===== src/rtl/thm_alarm_pkg.sv =====
// Package: shared constants for the thermal alarm unit.
// Assumes the four alarm indices below are fixed; pending bit = index + 1.
package thm_alarm_pkg;
    localparam int NUM_ALARM    = 4;
    localparam int STAT_W       = 10;
    localparam int ADR_ENABLE   = 0;
    localparam int ADR_STATUS   = 1;
    localparam int ADR_TEMP     = 2;
    localparam int ADR_THR_BASE = 4;
    localparam int ADR_HYS_BASE = 8;

    typedef enum logic [1:0] {
        ALM_DOWNCLK = 2'd0,
        ALM_SHUTDN  = 2'd1,
        ALM_FANBST  = 2'd2,
        ALM_CRIT    = 2'd3
    } alarm_idx_e;
endpackage


===== src/rtl/thm_alarm_slice.sv =====
// Module: one alarm channel. Holds the active compare level, the side of the
// level the reading was on, and the LOWER/HIGHER state. Detects crossings,
// swaps the level, corrects the state and registers rise/fall pulses.
// Assumes HYST_W <= TEMP_W and that a reload has priority over a crossing.
module thm_alarm_slice #(
    parameter int TEMP_W = 9,
    parameter int HYST_W = 8
) (
    input  logic              clk,
    input  logic              rst_n,
    input  logic [TEMP_W-1:0] temp_i,
    input  logic [TEMP_W-1:0] thr_i,
    input  logic [HYST_W-1:0] hyst_i,
    input  logic              reload_i,
    input  logic [TEMP_W-1:0] reload_val_i,
    output logic              fire_o,
    output logic              high_o,
    output logic              rise_o,
    output logic              fall_o
);
    logic [TEMP_W-1:0] lvl_q, lvl_n, low_lvl, hyst_ext;
    logic              side_q, high_q, rise_q, fall_q;
    logic              above_now, high_n;

    // Lower band edge: threshold minus hysteresis, clamped at zero.
    always_comb begin
        hyst_ext = TEMP_W'(hyst_i);
        low_lvl  = (thr_i > hyst_ext) ? (thr_i - hyst_ext) : '0;
    end

    // Crossing detect, level swap, state correction and reload override.
    always_comb begin
        above_now = (temp_i > lvl_q);
        fire_o    = (above_now != side_q) && !reload_i;
        lvl_n     = lvl_q;
        high_n    = high_q;
        if (reload_i) begin
            lvl_n  = reload_val_i;
            high_n = (temp_i > reload_val_i);
        end else if (fire_o) begin
            if (lvl_q == thr_i) begin
                lvl_n  = low_lvl;
                high_n = 1'b1;
            end else begin
                lvl_n  = thr_i;
                high_n = 1'b0;
            end
            if (!high_n && (temp_i > thr_i))
                high_n = 1'b1;
            else if (high_n && (temp_i < low_lvl))
                high_n = 1'b0;
        end
    end

    // State registers and one-cycle event pulses.
    always_ff @(posedge clk) begin
        if (!rst_n) begin
            lvl_q  <= '1;
            side_q <= 1'b0;
            high_q <= 1'b0;
            rise_q <= 1'b0;
            fall_q <= 1'b0;
        end else begin
            lvl_q  <= lvl_n;
            side_q <= (temp_i > lvl_n);
            high_q <= high_n;
            rise_q <= fire_o && !high_q && high_n;
            fall_q <= fire_o && high_q && !high_n;
        end
    end

    assign high_o = high_q;
    assign rise_o = rise_q;
    assign fall_o = fall_q;
endmodule


===== src/rtl/thm_alarm_regs.sv =====
// Module: register file of the alarm unit. Holds thresholds, hysteresis,
// interrupt enable and pending bits, decodes writes, drives reload strobes,
// muxes reads and forms the interrupt.
// Assumes DATA_W >= STAT_W and DATA_W >= TEMP_W.
module thm_alarm_regs
    import thm_alarm_pkg::*;
#(
    parameter int TEMP_W = 9,
    parameter int HYST_W = 8,
    parameter int ADDR_W = 4,
    parameter int DATA_W = 10
) (
    input  logic                            clk,
    input  logic                            rst_n,
    input  logic [TEMP_W-1:0]               temp_i,
    input  logic                            wr_en_i,
    input  logic [ADDR_W-1:0]               wr_addr_i,
    input  logic [DATA_W-1:0]               wr_data_i,
    input  logic [ADDR_W-1:0]               rd_addr_i,
    input  logic [NUM_ALARM-1:0]            fire_i,
    output logic [DATA_W-1:0]               rd_data_o,
    output logic [NUM_ALARM-1:0][TEMP_W-1:0] thr_o,
    output logic [NUM_ALARM-1:0][HYST_W-1:0] hyst_o,
    output logic [NUM_ALARM-1:0]            reload_o,
    output logic [STAT_W-1:0]               pend_o,
    output logic                            irq_o
);
    logic [NUM_ALARM-1:0][TEMP_W-1:0] thr_q;
    logic [NUM_ALARM-1:0][HYST_W-1:0] hyst_q;
    logic [STAT_W-1:0]                en_q, pend_q, pend_set, pend_clr;
    logic [NUM_ALARM-1:0]             hyst_wr;

    // Write strobes per alarm and pending set/clear vectors.
    always_comb begin
        pend_set = '0;
        for (int k = 0; k < NUM_ALARM; k++) begin
            reload_o[k]     = wr_en_i && (wr_addr_i == ADDR_W'(ADR_THR_BASE + k));
            hyst_wr[k]      = wr_en_i && (wr_addr_i == ADDR_W'(ADR_HYS_BASE + k));
            pend_set[k + 1] = fire_i[k];
        end
        pend_clr = (wr_en_i && wr_addr_i == ADDR_W'(ADR_STATUS)) ?
                   wr_data_i[STAT_W-1:0] : '0;
    end

    // Configuration and pending storage; a set beats a clear.
    always_ff @(posedge clk) begin
        if (!rst_n) begin
            thr_q  <= '1;
            hyst_q <= '0;
            en_q   <= '0;
            pend_q <= '0;
        end else begin
            for (int k = 0; k < NUM_ALARM; k++) begin
                if (reload_o[k]) thr_q[k]  <= wr_data_i[TEMP_W-1:0];
                if (hyst_wr[k])  hyst_q[k] <= wr_data_i[HYST_W-1:0];
            end
            if (wr_en_i && wr_addr_i == ADDR_W'(ADR_ENABLE))
                en_q <= wr_data_i[STAT_W-1:0];
            pend_q <= (pend_q & ~pend_clr) | pend_set;
        end
    end

    // Combinational read mux.
    always_comb begin
        rd_data_o = '0;
        if (rd_addr_i == ADDR_W'(ADR_ENABLE)) rd_data_o = DATA_W'(en_q);
        if (rd_addr_i == ADDR_W'(ADR_STATUS)) rd_data_o = DATA_W'(pend_q);
        if (rd_addr_i == ADDR_W'(ADR_TEMP))   rd_data_o = DATA_W'(temp_i);
        for (int k = 0; k < NUM_ALARM; k++) begin
            if (rd_addr_i == ADDR_W'(ADR_THR_BASE + k)) rd_data_o = DATA_W'(thr_q[k]);
            if (rd_addr_i == ADDR_W'(ADR_HYS_BASE + k)) rd_data_o = DATA_W'(hyst_q[k]);
        end
    end

    assign thr_o  = thr_q;
    assign hyst_o = hyst_q;
    assign pend_o = pend_q;
    assign irq_o  = |(pend_q & en_q);
endmodule


===== src/rtl/thm_alarm_unit.sv =====
// Module: top of the thermal alarm unit. One register file plus one
// hysteresis slice per alarm, built with a generate loop.
// Assumes temp_i is already synchronous to clk.
module thm_alarm_unit
    import thm_alarm_pkg::*;
#(
    parameter int TEMP_W = 9,
    parameter int HYST_W = 8,
    parameter int ADDR_W = 4,
    parameter int DATA_W = 10
) (
    input  logic                 clk,
    input  logic                 rst_n,
    input  logic [TEMP_W-1:0]    temp_i,
    input  logic                 wr_en_i,
    input  logic [ADDR_W-1:0]    wr_addr_i,
    input  logic [DATA_W-1:0]    wr_data_i,
    input  logic [ADDR_W-1:0]    rd_addr_i,
    output logic [DATA_W-1:0]    rd_data_o,
    output logic [NUM_ALARM-1:0] alarm_hi_o,
    output logic [NUM_ALARM-1:0] evt_rise_o,
    output logic [NUM_ALARM-1:0] evt_fall_o,
    output logic                 irq_o
);
    logic [NUM_ALARM-1:0][TEMP_W-1:0] thr_w;
    logic [NUM_ALARM-1:0][HYST_W-1:0] hyst_w;
    logic [NUM_ALARM-1:0]             reload_w, fire_w;
    logic [STAT_W-1:0]                pend_vec;

    thm_alarm_regs #(
        .TEMP_W(TEMP_W), .HYST_W(HYST_W), .ADDR_W(ADDR_W), .DATA_W(DATA_W)
    ) u_regs (
        .clk(clk), .rst_n(rst_n), .temp_i(temp_i),
        .wr_en_i(wr_en_i), .wr_addr_i(wr_addr_i), .wr_data_i(wr_data_i),
        .rd_addr_i(rd_addr_i), .fire_i(fire_w), .rd_data_o(rd_data_o),
        .thr_o(thr_w), .hyst_o(hyst_w), .reload_o(reload_w),
        .pend_o(pend_vec), .irq_o(irq_o)
    );

    for (genvar k = 0; k < NUM_ALARM; k++) begin : g_alarm
        thm_alarm_slice #(.TEMP_W(TEMP_W), .HYST_W(HYST_W)) u_slice (
            .clk(clk), .rst_n(rst_n), .temp_i(temp_i),
            .thr_i(thr_w[k]), .hyst_i(hyst_w[k]),
            .reload_i(reload_w[k]), .reload_val_i(wr_data_i[TEMP_W-1:0]),
            .fire_o(fire_w[k]), .high_o(alarm_hi_o[k]),
            .rise_o(evt_rise_o[k]), .fall_o(evt_fall_o[k])
        );
    end
endmodule


===== config.mk =====
export PLATFORM = sky130hd
export DESIGN_NAME = thm_alarm_unit
export DESIGN_NICKNAME = d
export VERILOG_FILES = /design/src/rtl/thm_alarm_pkg.sv /design/src/rtl/thm_alarm_slice.sv /design/src/rtl/thm_alarm_regs.sv /design/src/rtl/thm_alarm_unit.sv
export SDC_FILE = /design/constraint.sdc
export NUM_CORES = 1
export LEC_CHECK = 0
export ABC_AREA = 1
export BUFFER_PORTS_ARGS = -buffer_cell sky130_fd_sc_hd__clkbuf_2
export CAP_MARGIN = 20
export CORE_UTILIZATION = 54
export CTS_BUF_LIST = sky130_fd_sc_hd__clkbuf_4 sky130_fd_sc_hd__clkbuf_8
export DETAILED_ROUTE_END_ITERATION = 8
export HOLD_SLACK_MARGIN = 0.06
export PLACE_DENSITY = 0.8
export SLEW_MARGIN = 40
export SYNTH_ARGS = -nofsm -noshare
export SYNTH_HDL_FRONTEND = slang
export SYNTH_SLANG_ARGS = --single-unit

===== constraint.sdc =====
create_clock -name clk -period 7.2 [get_ports clk]
set_input_delay 1.44 -clock clk [delete_from_list [all_inputs] [get_ports clk]]
set_output_delay 1.44 -clock clk [all_outputs]
set_load 0.01 [all_outputs]

=== Word-level counts from Yosys, hierarchy flattened ===
Index checks and enable logic that the tools add are counted.

* Bits of input ports: 30
* Word-level logic and storage cells: 199
* Output and inout bits: 23
* Register bits: 140

* Reduce and logical (&&, ||, !) cells: 57
* Equality and inequality tests: 27
* Bitwise logic cells: 4
* Add/sub/neg operators: 4
* Order comparisons: 21
* Mux-type cells: 56

{| class="wikitable"
|+ Operator list
! kind !! count
|-
| 2-to-1 mux 9 bit || 16
|-
| 2-to-1 mux 10 bit || 12
|-
| > comparator 9 bit || 13
|-
| logical AND 1 bit || 38
|-
| == test 9 bit || 4
|-
| > comparator 9 x 8 -> 1 bit || 4
|-
| less-than comparator 9 bit || 4
|-
| subtractor 9 x 8 -> 9 bit || 4
|-
| == test 4 x 3 -> 1 bit, second input constant || 8
|-
| == test 4 bit, second input constant || 8
|-
| 2-to-1 mux 1 bit || 28
|-
| AND 10 bit || 2
|-
| zero test 1 bit || 16
|-
| inverter 10 bit || 1
|-
| bitwise OR 10 x 5 -> 10 bit || 1
|-
| OR reduction 10 bit || 1
|-
| == test 4 x 1 -> 1 bit, second input constant || 2
|-
| zero test 4 bit || 2
|-
| == test 4 x 2 -> 1 bit, second input constant || 1
|-
| != test 1 bit || 4
|}

=== Depth between registers and ports, before layout ===
* Depth after elaboration: 13
* Gate-level depth with buffers: 25

=== By module ===
A second synthesis with hierarchy kept.

* Cells, all modules: 2185
* Area, all modules: 14083.5 um2

{| class="wikitable"
|+ Modules (own cells, without submodules)
! module !! cells each !! times used !! area an instance (um2)
|-
| thm_alarm_regs || 586 || 1 || 4120.2
|-
| thm_alarm_slice at g_alarm[3].u_slice || 424 || 1 || 2561.2
|-
| thm_alarm_slice at g_alarm[0].u_slice || 394 || 1 || 2491.1
|-
| thm_alarm_slice at g_alarm[2].u_slice || 395 || 1 || 2474.9
|-
| thm_alarm_slice at g_alarm[1].u_slice || 386 || 1 || 2436.1
|}

=== Worst setup path after synthesis ===
No wires, ideal clock.

* Path kind: input -> register
* Start: input temp_i[0]
* End: register g_alarm[0].u_slice.side_q
* Path slack: 3335 ps
* Data required time: 7089 ps
* Arrival time: 3755 ps
* Stages on the path: 19
* Setup time: 111 ps
* Cells stage by stage: inv_1 -> ha_1 -> nor3b_1 -> nand3_1 -> nand3_1 -> nand2_1 -> nor2_2 -> buf_4 -> nand2_1 -> and3_1 -> ha_1 -> nand2_1 -> nor2_1 -> a211oi_1 -> o21ai_0 -> a21boi_0 -> o21ai_0 -> nand3_1 -> inv_1

* Word-level cells in the longest chain between the ends: 6

{| class="wikitable"
|+ RTL lines
! element !! RTL line !! text
|-
| start: declaration || thm_alarm_unit.sv:14 || <nowiki>input logic [TEMP_W-1:0] temp_i,</nowiki>
|-
| > comparator 9 bit || thm_alarm_slice.sv:33 || <nowiki>above_now = (temp_i > lvl_q);</nowiki>
|-
| != test 1 bit || thm_alarm_slice.sv:34 || <nowiki>fire_o = (above_now != side_q) && !reload_i;</nowiki>
|-
| logical AND 1 bit || thm_alarm_slice.sv:34 ||
|-
| 2-to-1 mux 9 bit || thm_alarm_slice.sv:40 || <nowiki>end else if (fire_o) begin</nowiki>
|-
| 2-to-1 mux 9 bit || thm_alarm_slice.sv:37 || <nowiki>if (reload_i) begin</nowiki>
|-
| > comparator 9 bit * || thm_alarm_slice.sv:65 || <nowiki>side_q <= (temp_i > lvl_n);</nowiki>
|-
| end signal: assignment || thm_alarm_slice.sv:65 ||
|-
| end: declaration || thm_alarm_slice.sv:22 || <nowiki>logic side_q, high_q, rise_q, fall_q;</nowiki>
|}

Mark *: on every way between the ends. The rest lies on a longest branch, timed or not.
A chain may end at the register's enable or synchronous reset.

=== Worst setup path in the final report ===
* Start: input rd_addr_i[1]
* End: output rd_data_o[2]

* Word-level cells in the longest chain between the ends: 12
* Elaborated cells on any way between the ends: 22
* Those cells by class: 10 x eq/ne; 11 x mux; 1 x reduce/logical

{| class="wikitable"
|+ RTL lines
! element !! RTL line !! text
|-
| start: declaration || thm_alarm_unit.sv:18 || <nowiki>input logic [ADDR_W-1:0] rd_addr_i,</nowiki>
|-
| zero test 4 bit || thm_alarm_regs.sv:66 || <nowiki>if (rd_addr_i == ADDR_W'(ADR_ENABLE)) rd_data_o = DATA_W'(en_q);</nowiki>
|-
| 2-to-1 mux 10 bit || thm_alarm_regs.sv:66 ||
|-
| 2-to-1 mux 10 bit || thm_alarm_regs.sv:67 || <nowiki>if (rd_addr_i == ADDR_W'(ADR_STATUS)) rd_data_o = DATA_W'(pend_q);</nowiki>
|-
| 2-to-1 mux 10 bit || thm_alarm_regs.sv:68 || <nowiki>if (rd_addr_i == ADDR_W'(ADR_TEMP)) rd_data_o = DATA_W'(temp_i);</nowiki>
|-
| 2-to-1 mux 10 bit || thm_alarm_regs.sv:70 || <nowiki>if (rd_addr_i == ADDR_W'(ADR_THR_BASE + k)) rd_data_o = DATA_W'(thr_q[k]);</nowiki>
|-
| 2-to-1 mux 10 bit || thm_alarm_regs.sv:71 || <nowiki>if (rd_addr_i == ADDR_W'(ADR_HYS_BASE + k)) rd_data_o = DATA_W'(hyst_q[k]);</nowiki>
|-
| 2-to-1 mux 10 bit || thm_alarm_regs.sv:70 ||
|-
| 2-to-1 mux 10 bit || thm_alarm_regs.sv:71 ||
|-
| 2-to-1 mux 10 bit || thm_alarm_regs.sv:70 ||
|-
| 2-to-1 mux 10 bit || thm_alarm_regs.sv:71 ||
|-
| 2-to-1 mux 10 bit || thm_alarm_regs.sv:70 ||
|-
| 2-to-1 mux 10 bit * || thm_alarm_regs.sv:71 ||
|-
| end: declaration || thm_alarm_unit.sv:19 || <nowiki>output logic [DATA_W-1:0] rd_data_o,</nowiki>
|}

Marks and branches as above.

==> run summary <==
status = completed
Max-slew headroom = 47.50%
Layout area overhead = 6.744%
FP Rows = 55
count leader, synth = nand2_1
EDFF count, synth = 0
Via Count = 13640
Worst Tran Pin Value = 784.7 ps
CTS clk-pin slew, worst paths = 80 ps
Via-to-Cell Ratio = 5.918
Tot Pwr = 0.003332 W
largest net degree at the start of global routing = 91
Max Cap Violations = 0
drc violations = 0
CP endpoint kind = primary output
cells after synthesis = 1950
cell area after synthesis = 0.01262 mm^2
FF+latch count, synth = 140
post-CTS setup buffers = 0
global-route wire length before repair = 67030 um
die area = 0.02398 mm^2
post-cts resize count = 0
router iterations before antenna repair = 6
placed cell areas = 0.01311 mm^2
starting density of the core = 55.39%
Hold WS = 471.8 ps
clock sink count = 140
total core area = 0.02278 mm^2
share of cells above drive strength 1 = 7.584%
Design Area, Final = 0.01347 mm^2
fraction of the yosys area taken by sequential cells = 22.22%
Die Ht = 154.9 um
CTS tree = done
Final Skew = 14.44 ps
Startpoint Class = input pin
HP Class = reg -> reg
min Tclk post-route = 5026 ps
Antenna Violating Nets Remaining = 0
vias in the first global route = 12610
post-DP HPWL = 32640 um
Peak Freq = 199.0 MHz
grt total ovfl = 0
Avg Cell Area, Syn = 6.470 um^2
Skew-Pair Late Insertion Delay = 470 ps
Hold Fails Final Rpt = 0
final slew viol count = 0
worst hold path depth = 2
Pleak = 7.176 nW
Yosys top cell area share = 22.22%
die width = 154.9 um
placed cell count = 2275
root buffer cell = clkbuf_8
synthesis warning total = 0
pwr dens = 247.4 mW/mm^2
Num CTS Buffers = 17
GRT Total Usage = 36.18%
number of DRC markers in iteration 0 = 1396
Final nets = 2196
clk buf depth = 2
total wire length = 43130 um
final setup fails = 0
unrepaired setup endpoints after global routing = no
Top Ports = 53
Post-synth ARST share = 0%
Hold-fix buffers, CTS = 0
# port buffers = 52
Worst EP required = 5760 ps
worst-path fanout max = 6
Peak VDD IR = 0.1405 mV
Tcrit/Tclk final = 69.80%
average wire per standard cell = 18.72 um
H-tree depth = 4
initial antenna violation count = 0
# diodes = 0
Arr. time, crit path = 3590 ps
top cells by count, synth = nand2_1 (534), inv_1 (264), ha_1 (181)
Synthesized Nets = 2165
WS Path Type = in -> out
Fin Setup TNS = 0 ps
Yosys cell types = 44
Synth area leaders = dfxtp_1 (22%), ha_1 (18%), nand2_1 (16%)
reg2reg path depth = 21
final cell count without fillers = 2304
ys flop type = dfxtp_1
Final GP Congestion = 0.9887
top cell type by total area after synthesis = dfxtp_1
## path summary, 6_finish.rpt
check / slack, ps / from / end
max: 2170 / rd_addr_i[1] / rd_data_o[2]
min: 470 / u_regs.pend_o[9] / u_regs.pend_o[9]
min reg2reg: 470 / u_regs.pend_o[9] / u_regs.pend_o[9]
max reg2reg: 3600 / g_alarm[2].u_slice.lvl_q[8] / g_alarm[2].u_slice.side_q
## final cells by class
type | instances | area [um^2]
multi-input cells | 1477 | 8506
fillers | 2228 | 9311
clock buffers | 21 | 276.5
well taps | 313 | 391.6
clock inverters | 8 | 71.32
inverters | 279 | 1047
flip-flops and latches | 140 | 2803
repair buffers | 66 | 371.6
## where the power goes
group	internal, W	switching (W)	total (W)
Clock	0.000290	0.000323	0.000613
Sequential	0.000878	0.0000941	0.000972
Combinational	0.000622	0.00112	0.00175
## critical path, stage by stage
cell and delay (ps):
clkbuf_2 140, inv_1 70, nor2_1 60, nand2_1 180, inv_1 170, nand2_1 90, o221ai_1 110, a21oi_1 460
nand4_1 330, o21ai_0 190, nand3_1 170, clkbuf_2 170
## registers in the layout, indices dropped and copies added, names as in the netlist
name / flops
g_alarm.u_slice.lvl_q: 36
u_regs.thr_o: 36
u_regs.hyst_o: 32
u_regs.en_q: 10
u_regs.pend_o: 10
g_alarm.u_slice.fall_o: 4
g_alarm.u_slice.high_o: 4
g_alarm.u_slice.rise_o: 4
g_alarm.u_slice.side_q: 4
## kinds of logic after synthesis
family	synth area share, %
compound gates	15.41
xor+xnor	1.041
fa+ha+maj	18.59
buf+inv	10.59
flops	22.22
simple gates	32.15
## routing by layer
metal / vias up / track usage [%] / share of wire (%)
li1: 6572 / - / -
met1: 6147 / 44.91 / 39
met2: 720 / 56.95 / 43
met3: 197 / 8.914 / 11
met4: 0 / 21.31 / 6.5
met5: - / 0 / 0
## placed cells by master (no fill, tap or decap), drive strengths merged
master / instances
a221oi: 2
a21boi: 4
o22ai: 7
nand3: 127
o2111ai: 6
o221ai: 3
xnor2: 8
clkinv: 6
ha: 181
xor2: 7
a211oi: 9
nand3b: 5
nor3: 27
dfxtp: 140
a21oi: 138
fa: 4
inv: 279
nand2: 539
o21a: 5
o21ai: 105
clkbuf: 72
nand4: 72
nor4b: 1
o21bai: 2
and3: 13
nor3b: 1
a21o: 7
clkinvlp: 1
bufinv: 1
o211ai: 48
or2: 10
nor2: 144
buf: 15
o32ai: 1
nor4: 1
## metrics by stage
| step | setup slack [ps] | utilization [%] |
|---|---|---|
| floorplan | 3335 | - |
| global placement | 2233 | 57.48 |
| detailed placement | 2130 | 57.54 |
| CTS | 2607 | 59.07 |
| global route | 2181 | 59.12 |
| finish | 2174 | 59.12 |
No activity file was read; power rests on OpenSTA's default activity.
